$ cat src/rtl/steer_pkg.sv
package steer_pkg;
   typedef enum logic [2:0] {
      ST_BANK   = 3'd0,
      ST_MSLICE = 3'd1,
      ST_NODE   = 3'd2,
      ST_SUBSL  = 3'd3,
      ST_INST0  = 3'd4,
      ST_DFLT   = 3'd5
   } steer_kind_e;

   localparam int NUM_KINDS = 5;
endpackage

$ cat src/rtl/steer_range_hit.sv
module steer_range_hit #(
   parameter int AW = 24,
   parameter int NR = 2,
   parameter logic [NR*AW-1:0] LO = '0,
   parameter logic [NR*AW-1:0] HI = '0
) (
   input  logic [AW-1:0] offset_i,
   output logic          hit_o
);
   logic [NR-1:0] win_hit;

   for (genvar r = 0; r < NR; r++) begin : g_win
      // a window with lo > hi is unused and can never match
      assign win_hit[r] = (offset_i >= LO[r*AW +: AW]) && (offset_i <= HI[r*AW +: AW]);
   end

   assign hit_o = |win_hit;
endmodule

$ cat src/rtl/steer_ffs.sv
module steer_ffs #(
   parameter int W = 8,
   localparam int IDXW = (W > 1) ? $clog2(W) : 1
) (
   input  logic [W-1:0]    vec_i,
   output logic [IDXW-1:0] idx_o,
   output logic            any_o
);
   always_comb begin
      idx_o = '0;
      for (int b = W - 1; b >= 0; b--) begin
         if (vec_i[b]) idx_o = IDXW'(b);
      end
   end

   assign any_o = |vec_i;

   always_comb begin
      if (any_o) begin
         AST_FFS_HIT: assert (vec_i[idx_o]) else $error("ffs index not set");
      end
   end
endmodule

$ cat src/rtl/steer_avail.sv
module steer_avail #(
   parameter int BANK_GRPS     = 3,
   parameter int BANKS_PER_GRP = 2,
   parameter int NSLICE        = 4,
   parameter int SS_PER_SLICE  = 4,
   localparam int NBANK = BANK_GRPS * BANKS_PER_GRP,
   localparam int NSS   = NSLICE * SS_PER_SLICE
) (
   input  logic [BANK_GRPS-1:0] bank_fuse_i,
   input  logic [NSLICE-1:0]    slice_mem_en_i,
   input  logic [NSS-1:0]       subslice_en_i,
   output logic [NBANK-1:0]     bank_mask_o,
   output logic [NSLICE-1:0]    slice_avail_o
);
   for (genvar g = 0; g < BANK_GRPS; g++) begin : g_bgrp
      for (genvar b = 0; b < BANKS_PER_GRP; b++) begin : g_bank
         assign bank_mask_o[g*BANKS_PER_GRP + b] = bank_fuse_i[g];
      end
   end

   for (genvar s = 0; s < NSLICE; s++) begin : g_slice
      assign slice_avail_o[s] = slice_mem_en_i[s] | (|subslice_en_i[s*SS_PER_SLICE +: SS_PER_SLICE]);
   end
endmodule

$ cat src/rtl/steer_target_resolver.sv
module steer_target_resolver
   import steer_pkg::*;
#(
   parameter int AW            = 24,
   parameter int GW            = 4,
   parameter int IW            = 4,
   parameter int NR            = 2,
   parameter int BANK_GRPS     = 3,
   parameter int BANKS_PER_GRP = 2,
   parameter int NSLICE        = 4,
   parameter int SS_PER_SLICE  = 4,
   parameter logic [NR*AW-1:0] BANK_LO   = {24'hFFFFFF, 24'h001100},
   parameter logic [NR*AW-1:0] BANK_HI   = {24'h000000, 24'h0013FF},
   parameter logic [NR*AW-1:0] MSLICE_LO = {24'h003000, 24'h002000},
   parameter logic [NR*AW-1:0] MSLICE_HI = {24'h0037FF, 24'h0020FF},
   parameter logic [NR*AW-1:0] NODE_LO   = {24'h002800, 24'h001000},
   parameter logic [NR*AW-1:0] NODE_HI   = {24'h0028FF, 24'h0010FF},
   parameter logic [NR*AW-1:0] SUBSL_LO  = {24'h006100, 24'h005000},
   parameter logic [NR*AW-1:0] SUBSL_HI  = {24'h00613F, 24'h005FFF},
   parameter logic [NR*AW-1:0] INST0_LO  = {24'h001080, 24'h004000},
   parameter logic [NR*AW-1:0] INST0_HI  = {24'h0010FF, 24'h004AFF},
   localparam int NBANK = BANK_GRPS * BANKS_PER_GRP,
   localparam int NSS   = NSLICE * SS_PER_SLICE,
   localparam int BIW   = (NBANK > 1) ? $clog2(NBANK) : 1,
   localparam int SIW   = (NSLICE > 1) ? $clog2(NSLICE) : 1,
   localparam int SSIW  = (NSS > 1) ? $clog2(NSS) : 1
) (
   input  logic                 clk,
   input  logic                 rst_n,
   input  logic                 req_i,
   input  logic [AW-1:0]        offset_i,
   input  logic [BANK_GRPS-1:0] bank_fuse_i,
   input  logic [NSLICE-1:0]    slice_mem_en_i,
   input  logic [NSS-1:0]       subslice_en_i,
   input  logic [GW-1:0]        dflt_group_i,
   input  logic [IW-1:0]        dflt_inst_i,
   output logic                 vld_o,
   output logic [GW-1:0]        group_o,
   output logic [IW-1:0]        inst_o,
   output logic [2:0]           kind_o,
   output logic                 err_o
);
   // elaboration-time parameter checks
   if (2**GW <= 2*(NSLICE-1)) begin : g_bad_gw_node
      $error("GW too narrow for node group");
   end
   if (2**GW < NSLICE) begin : g_bad_gw_ss
      $error("GW too narrow for subslice group");
   end
   if (2**IW < NBANK) begin : g_bad_iw_bank
      $error("IW too narrow for bank index");
   end
   if (2**IW < SS_PER_SLICE) begin : g_bad_iw_ss
      $error("IW too narrow for subslice instance");
   end

   localparam logic [NUM_KINDS-1:0][NR*AW-1:0] LO_TAB = {INST0_LO, SUBSL_LO, NODE_LO, MSLICE_LO, BANK_LO};
   localparam logic [NUM_KINDS-1:0][NR*AW-1:0] HI_TAB = {INST0_HI, SUBSL_HI, NODE_HI, MSLICE_HI, BANK_HI};

   logic [NUM_KINDS-1:0] kind_hit;

   for (genvar k = 0; k < NUM_KINDS; k++) begin : g_kind
      steer_range_hit #(
         .AW(AW), .NR(NR), .LO(LO_TAB[k]), .HI(HI_TAB[k])
      ) u_hit (
         .offset_i (offset_i),
         .hit_o    (kind_hit[k])
      );
   end

   logic [NBANK-1:0]  bank_mask;
   logic [NSLICE-1:0] slice_avail;

   steer_avail #(
      .BANK_GRPS(BANK_GRPS), .BANKS_PER_GRP(BANKS_PER_GRP),
      .NSLICE(NSLICE), .SS_PER_SLICE(SS_PER_SLICE)
   ) u_avail (
      .bank_fuse_i    (bank_fuse_i),
      .slice_mem_en_i (slice_mem_en_i),
      .subslice_en_i  (subslice_en_i),
      .bank_mask_o    (bank_mask),
      .slice_avail_o  (slice_avail)
   );

   logic [BIW-1:0]  bank_idx;
   logic [SIW-1:0]  slice_idx;
   logic [SSIW-1:0] ss_idx;
   logic            bank_any, slice_any, ss_any;

   steer_ffs #(.W(NBANK))  u_ffs_bank  (.vec_i(bank_mask),     .idx_o(bank_idx),  .any_o(bank_any));
   steer_ffs #(.W(NSLICE)) u_ffs_slice (.vec_i(slice_avail),   .idx_o(slice_idx), .any_o(slice_any));
   steer_ffs #(.W(NSS))    u_ffs_ss    (.vec_i(subslice_en_i), .idx_o(ss_idx),    .any_o(ss_any));

   // first matching kind in fixed order wins
   steer_kind_e kind_d;
   always_comb begin
      kind_d = ST_DFLT;
      for (int k = NUM_KINDS - 1; k >= 0; k--) begin
         if (kind_hit[k]) kind_d = steer_kind_e'(3'(k));
      end
   end

   logic [GW-1:0] group_d;
   logic [IW-1:0] inst_d;
   logic          err_d;

   always_comb begin
      group_d = '0;
      inst_d  = '0;
      err_d   = 1'b0;
      unique case (kind_d)
         ST_BANK: begin
            err_d = !bank_any;
            if (bank_any) inst_d = IW'(bank_idx);
         end
         ST_MSLICE: begin
            err_d = !slice_any;
            if (slice_any) group_d = GW'(slice_idx);
         end
         ST_NODE: begin
            err_d = !slice_any;
            if (slice_any) group_d = GW'({slice_idx, 1'b0});
         end
         ST_SUBSL: begin
            err_d = !ss_any;
            if (ss_any) begin
               group_d = GW'(32'(ss_idx) / SS_PER_SLICE);
               inst_d  = IW'(32'(ss_idx) % SS_PER_SLICE);
            end
         end
         ST_INST0: begin
            group_d = '0;
            inst_d  = '0;
         end
         default: begin
            group_d = dflt_group_i;
            inst_d  = dflt_inst_i;
         end
      endcase
   end

   steer_kind_e kind_q;

   always_ff @(posedge clk or negedge rst_n) begin
      if (!rst_n) begin
         vld_o   <= 1'b0;
         group_o <= '0;
         inst_o  <= '0;
         kind_q  <= ST_BANK;
         err_o   <= 1'b0;
      end else begin
         vld_o <= req_i;
         if (req_i) begin
            group_o <= group_d;
            inst_o  <= inst_d;
            kind_q  <= kind_d;
            err_o   <= err_d;
         end
      end
   end

   assign kind_o = kind_q;

   AST_VLD_AFTER_REQ: assert property (@(posedge clk) disable iff (!rst_n) req_i |=> vld_o);
   AST_NO_SPURIOUS_VLD: assert property (@(posedge clk) disable iff (!rst_n) !req_i |=> !vld_o);
   AST_HOLD_RESULT: assert property (@(posedge clk) disable iff (!rst_n)
      !req_i |=> ($stable(group_o) && $stable(inst_o) && $stable(kind_o) && $stable(err_o)));
   AST_ERR_ZEROES: assert property (@(posedge clk) disable iff (!rst_n)
      (vld_o && err_o) |-> (group_o == '0 && inst_o == '0));
   AST_INST0_ORIGIN: assert property (@(posedge clk) disable iff (!rst_n)
      (vld_o && kind_o == ST_INST0) |-> (group_o == '0 && inst_o == '0));
   AST_DFLT_NO_ERR: assert property (@(posedge clk) disable iff (!rst_n)
      (vld_o && kind_o == ST_DFLT) |-> !err_o);
   AST_NODE_EVEN: assert property (@(posedge clk) disable iff (!rst_n)
      (vld_o && kind_o == ST_NODE) |-> (!group_o[0] && inst_o == '0));
endmodule

$ cat config.mk
export PLATFORM = sky130hd
export DESIGN_NAME = steer_target_resolver
export DESIGN_NICKNAME = d
export VERILOG_FILES = /design/src/rtl/steer_pkg.sv /design/src/rtl/steer_range_hit.sv /design/src/rtl/steer_ffs.sv /design/src/rtl/steer_avail.sv /design/src/rtl/steer_target_resolver.sv
export SDC_FILE = /design/constraint.sdc
export NUM_CORES = 1
export LEC_CHECK = 0
export CORE_MARGIN = 3
export CORE_UTILIZATION = 61
export CTS_BUF_LIST = sky130_fd_sc_hd__clkbuf_8 sky130_fd_sc_hd__clkbuf_16
export DETAILED_ROUTE_END_ITERATION = 12
export DONT_BUFFER_PORTS = 1
export PLACE_DENSITY_LB_ADDON = 0.2
export SLEW_MARGIN = 0
export SYNTH_ARGS = -nofsm -noshare
export SYNTH_HDL_FRONTEND = slang
export SYNTH_SLANG_ARGS = --single-unit
$ cat constraint.sdc
create_clock -name clk -period 1 [get_ports clk]
set_input_delay 0.2 -clock clk [delete_from_list [all_inputs] [get_ports clk]]
set_output_delay 0.2 -clock clk [all_outputs]
set_load 0.01 [all_outputs]
# Word level (Yosys, flattened, before mapping)
# Index checks and enable logic that the tools add are counted.
[word_totals]
input_bits = 58
latch_bits = 0
mem_bits_ro = 0
mem_count = 0
elab_cells = 97
ff_bits = 13
ram_bits = 0
output_inout_bits = 13
[op_classes]
n_shift = 0
n_addsub = 0
n_lt_le_gt_ge = 19
div = 0
n_mul = 0
eq_ne = 4
n_bitwise = 4
reduce_logical = 29
n_mux = 36
[ops]
columns = ["cell", "n"]
rows = [
  [">= comparator 24 x 13 -> 1 bit, second input constant", 3],
  [">= comparator 24 x 14 -> 1 bit, second input constant", 3],
  [">= comparator 24 x 15 -> 1 bit, second input constant", 3],
  ["<= comparator 24 x 14 -> 1 bit, second input constant", 3],
  ["<= comparator 24 x 15 -> 1 bit, second input constant", 3],
  ["2-to-1 mux 4 bit", 16],
  ["<= comparator 24 x 13 -> 1 bit, second input constant", 2],
  ["2-to-1 mux 3 bit", 9],
  [">= comparator 24 bit, second input constant", 1],
  ["<= comparator 24 x 1 -> 1 bit, second input constant", 1],
  ["OR reduction 4 bit", 5],
  ["one-hot mux 4 bit (4 select lines)", 1],
  ["OR reduction 16 bit", 1],
  ["2-to-1 mux 2 bit", 7],
  ["OR reduction 2 bit", 7],
  ["one-hot mux 4 bit (3 select lines)", 1],
  ["logical AND 1 bit", 10],
  ["== test 3 x 2 -> 1 bit, second input constant", 2],
  ["OR reduction 3 bit", 2],
  ["bitwise OR 1 bit", 4],
  ["== test 3 x 1 -> 1 bit, second input constant", 1],
  ["== test 3 bit, second input constant", 1],
  ["logical NOT 1 bit", 3],
  ["logical NOT 3 bit", 1],
  ["other kinds (2)", 2],
]

# Logic depth before layout (Yosys ltp)
[depth]
ltp_word = 18
ltp_mapped = 5
mapped_depth_nobuf = 5

# Cells and area by module
# Synthesis repeated with hierarchy kept, for this count alone.
[hier_totals]
cells_unflattened = 182
hier_area_um2 = 1341.3
[modules_own_cells]
columns = ["module", "area_each_um2", "instances", "seq_area_each_um2", "cells_each"]
rows = [
  ["steer_target_resolver", 698.2, 1, 325.3, 76],
  ["steer_ffs (u_ffs_ss)", 176.4, 1, 0.0, 34],
  ["steer_avail", 95.1, 1, 0.0, 18],
  ["steer_range_hit (g_kind[4].u_hit)", 77.6, 1, 0.0, 10],
  ["steer_range_hit (g_kind[3].u_hit)", 62.6, 1, 0.0, 8],
  ["steer_ffs (u_ffs_bank)", 52.6, 1, 0.0, 10],
  ["steer_range_hit (g_kind[1].u_hit)", 50.0, 1, 0.0, 5],
  ["steer_range_hit (g_kind[2].u_hit)", 48.8, 1, 0.0, 8],
  ["steer_range_hit (g_kind[0].u_hit)", 45.0, 1, 0.0, 6],
  ["steer_ffs (u_ffs_slice)", 35.0, 1, 0.0, 7],
]

# Worst setup path after synthesis
# Ideal clock, no wire load.
[synth_timing]
path_kind = "input -> register"
start = "input port offset_i[13]"
end = "register group_o[3]"
cell_stages = 5
setup_time_ps = 120
arrival_ps = 1525
setup_slack_ps = -644
path_buffers = 0
required_ps = 880
cell_sequence = "or3b_1 > or3_4 > a31o_4 > and3_4 > a31o_1"
[synth_via]
elab_chain_cells = 11
elab_cells_between_ends = 46
classes_between = "order compare: 19; eq/ne: 4; mux: 6; reduce/logical: 17"
[synth_rtl]
columns = ["element", "line", "rtl"]
rows = [
  ["start, declared", "steer_target_resolver.sv:31", "input logic [AW-1:0] offset_i,"],
  [">= comparator 24 x 15 -> 1 bit (tied with other cells)", "steer_range_hit.sv:14", "assign win_hit[r] = (offset_i >= LO[r*AW +: AW]) && (offset_i <= HI[r*AW +: AW]);"],
  ["logical AND 1 bit", "steer_range_hit.sv:14", ""],
  ["OR reduction 2 bit", "steer_range_hit.sv:17", "assign hit_o = |win_hit;"],
  ["2-to-1 mux 1 bit", "steer_target_resolver.sv:99", "if (kind_hit[k]) kind_d = steer_kind_e'(3'(k));"],
  ["2-to-1 mux 3 bit (3 in a row)", "steer_target_resolver.sv:99", ""],
  ["2-to-1 mux 3 bit (*)", "steer_target_resolver.sv:99", ""],
  ["== test 3 bit or logical NOT 3 bit (tied branches)", "steer_target_resolver.sv:111", "unique case (kind_d)"],
  ["OR reduction 2 bit (no source line)", "--", ""],
  ["one-hot mux 4 bit (4 select lines) (*)", "steer_target_resolver.sv:111", ""],
  ["end signal, assigned", "steer_target_resolver.sv:154", "group_o <= group_d;"],
  ["end, declared", "steer_target_resolver.sv:38", "output logic [GW-1:0] group_o,"],
]
# Mark *: on every way between the ends. The rest lies on a longest branch, timed or not.
# A chain may end at the register's enable or synchronous reset.

# Final worst setup path
[layout_timing]
start = "input port subslice_en_i[12]"
end = "register group_o[0]"
[layout_via]
elab_chain_cells = 15
elab_cells_between_ends = 24
classes_between = "mux: 20; bitwise: 1; reduce/logical: 3"
[layout_rtl]
columns = ["element", "line", "rtl"]
rows = [
  ["start, declared", "steer_target_resolver.sv:34", "input logic [NSS-1:0] subslice_en_i,"],
  ["2-to-1 mux 4 bit (13 in a row)", "steer_ffs.sv:12", "if (vec_i[b]) idx_o = IDXW'(b);"],
  ["2-to-1 mux 2 bit", "steer_target_resolver.sv:126", "if (ss_any) begin"],
  ["one-hot mux 4 bit (4 select lines) (*)", "steer_target_resolver.sv:111", ""],
]
# Marked as above.

==> key figures <==
Placed design
  – I/O Buffers: 0
  – Dpl cells: 166
  – Post-DP HPWL: 2.555 mm
  – RePlAce Congestion: 0.8981

Final layout
  – Fill cells: 72
  – Multi-input logic area: 833.3 um^2
  – Antenna fix cells: 0
  – P&R area growth vs syn: 33.29%
  – Reg area: 325.3 um^2
  – Layout cells sized above 1: 0.2813
  – NumNets Final: 219
  – Fin cells: 176

Drt
  – Remaining antenna violation count after routing: 0
  – WL/cell: 23.32 um
  – Vias/cell: 7.722
  – Drt first pass iters: 7
  – Initial drt markers: 99
  – # DRC: 0
  – Routed wire length: 4.104 mm
  – Routed vias: 1359

Yosys
  – Syn Area/Cell: 7.875 um^2
  – Most instantiated library cell after synthesis: nor2_1
  – Syn nets: 194
  – Synth area leader: dfrtp_1
  – Yosys Warn Count: 0
  – Cells after synthesis: 136
  – Post-synthesis async set-or-reset flop share: 1.000
  – Ys flop type: dfrtp_1
  – #FFs+latches synth: 13
  – Post-Synthesis Cell Area: 0.001071 mm^2
  – Distinct cells, synth: 45
  – Post-synth EDFFs: 0
  – Top-area cell type share of the netlist area: 0.3037
  – Synth area leaders: dfrtp_1, nor2_1, a31oi_1
  – Seq/Total Area, Yosys: 0.3037
  – Commonest cells in the netlist: nor2_1, dfrtp_1, inv_1

Critical path
  – Worst Path Required: 1.12 ns
  – CP Data Arrival Time: 1.60 ns
  – CP Launch Type: input pin
  – Largest fanout on the critical path: 5
  – Critical path endpoint category: register
  – Reg2reg setup slack: 0.10 ns
  – WS Path Type: in2reg

STA
  – Final worst path period need: 1.474 ns
  – Final slew viol count: 0
  – RSZ-0062 raised after global routing: yes
  – Slew headroom: 0.6045
  – Clock skew: 0 ns
  – Achievable frequency: 678.3 MHz
  – Worst setup margin: -0.4744 ns
  – Least-Margin Pin Slew: 0.5913 ns
  – Final Cycle Share: 1.474
  – Hold Vio Cnt, Final: 0
  – # setup viols final: 12
  – Setup TNS: -4.205 ns

Global routing
  – Largest net degree at the start of global routing: 24
  – Grt total ovfl: 0
  – Vias in the first global route: 1206
  – Initial antenna violation count: 0
  – First-pass GRT wire length: 5.099 mm
  – Total Routing Usage GR: 0.3204

Status
  – Status: finished, violations left
  – Failing checks: negative setup slack

Power
  – Clock power frac: 0.364
  – Leak pwr: 0.0005536 uW
  – Sw Share: 0.2723
  – Logic pwr share: 0.158
  – Cell Int Power: 944.0 uW
  – Switching power: 353.2 uW
  – Pwr Density: 908.6 mW/mm^2
  – VDD IR max: 0.8015 mV
  – Seq pwr share: 0.478

Die
  – I/O pin cnt: 71
  – Die Y-Extent: 47.90 um
  – Starting Density: 0.6794
  – Num rows: 14
  – Die span in x: 47.90 um
  – DIE AREA: 0.002294 mm^2
  – Core Area: 0.001577 mm^2

Clocking
  – Clock sinks: 13
  – CTS max path bufs: 2
  – Clk Latency, worst-skew pair: 0.24 ns
  – Clk root buf: clkbuf_8
  – Htree depth: 1
  – Worst-path clk slew: 0.06 ns
  – TritonCTS Buffers: 3
  – CTS tree: done

Run
  – Maximum Capacitance Violations: 0

Worst hold path
  – Worst Hold Class: in2reg
-- per-layer routing --
| metal | global-route usage | share of wire | vias to the layer above |
|---|---|---|---|
| li1 | - | - | 576 |
| met1 | 0.3318 | 0.35 | 592 |
| met2 | 0.5541 | 0.46 | 145 |
| met3 | 0.1090 | 0.12 | 46 |
| met4 | 0.1882 | 0.072 | 0 |
| met5 | 0 | 0 | - |
-- what timing repair did --
action / CTS / global route
hold buffers: 2 / 0
buffers inserted: 2 / 3
setup endpoints to repair: 12 / 12
gates cloned: 0 / 0
pin swaps: 8 / 8
resized for setup: 7 / 7
endpoints found under the hold margin: 14 / 0
-- flip-flops by register name, summed over array words and instances, names as in the netlist --
register and count:
kind_o 3, err_o 1, inst_o 4, vld_o 1, group_o 4
-- final timing paths --
kind | start | end | depth (start not counted)
worst min-delay path | req_i | err_o$_DFFE_PN0P_ | 1
max in group asynchronous | rst_n | kind_o[0]$_DFFE_PN0P_ | 1
worst max-delay path | subslice_en_i[12] | group_o[0]$_DFFE_PN0P_ | 5
worst max register to register | group_o[3]$_DFFE_PN0P_ | group_o[3]$_DFFE_PN0P_ | 2
min in group asynchronous | rst_n | group_o[0]$_DFFE_PN0P_ | 1
worst min register to register | kind_o[2]$_DFFE_PN0P_ | kind_o[2]$_DFFE_PN0P_ | 2
-- power groups by stage --
stage          Sequential, uW  Clock, uW  Combinational, uW
2_1_floorplan             619          0                133
3_3_place_gp              626          0                152
3_5_place_dp              628          0                162
4_1_cts                   619        461                188
5_1_grt                   625        498                227
6_report                  620        472                205
-- layout by cell type (no fill, tap or decap), types with 2 or more instances in the layout --
cell type / count
clkbuf_8: 3
nor2b_1: 6
dlygate4sd3_1: 2
o21ai_1: 4
nor4_4: 4
o211ai_1: 3
nand2b_1: 3
a31o_1: 2
buf_4: 19
and3_4: 2
nand3_2: 2
a31oi_1: 7
nor2_1: 23
o31ai_1: 2
dfrtp_1: 13
nand2_1: 6
nand4_1: 6
nor3_2: 2
o21ai_0: 3
or4_1: 3
a21oi_1: 3
nand3_1: 2
a2111oi_0: 2
inv_1: 9
-- cells by family after synthesis --
kind of cell / count (synthesis) / share of synthesized area
compound gates: 38 / 0.2629
buf+inv: 10 / 0.03505
flops: 13 / 0.3037
simple gates: 75 / 0.3984
-- cell type report --
class,instances,share of cell area
Tap cell,16,0.01402
Clock inverter,1,0.002629
Timing Repair Buffer,22,0.1218
Multi-Input combinational cell,113,0.5837
Sequential cell,13,0.2279
Clock buffer,3,0.02892
Inverter,8,0.02103
-- metrics by stage --
| step | hold WS, ns | utilization | worst slack [ns] | cell area [um^2] | power [uW] |
|---|---|---|---|---|---|
| after floorplan | -0.09559 | - | -0.6443 | 1129 | 751.5 |
| after global placement | -0.09530 | 0.8000 | -0.6477 | 1261 | 778.5 |
| after detailed placement | -0.09534 | 0.8000 | -0.6906 | 1261 | 790.4 |
| after CTS | 0.04909 | 0.8770 | -0.4263 | 1383 | 1268 |
| after global routing | 0.04518 | 0.9056 | -0.6229 | 1428 | 1350 |
| final | 0.05027 | 0.9056 | -0.4744 | 1428 | 1297 |
-- critical path, stage by stage --
cell      delay, ns
or4_4          0.55
o211ai_1       0.19
a31oi_1        0.16
a221oi_2       0.36
a21oi_1        0.12
No activity file was read; power rests on OpenSTA's default activity.
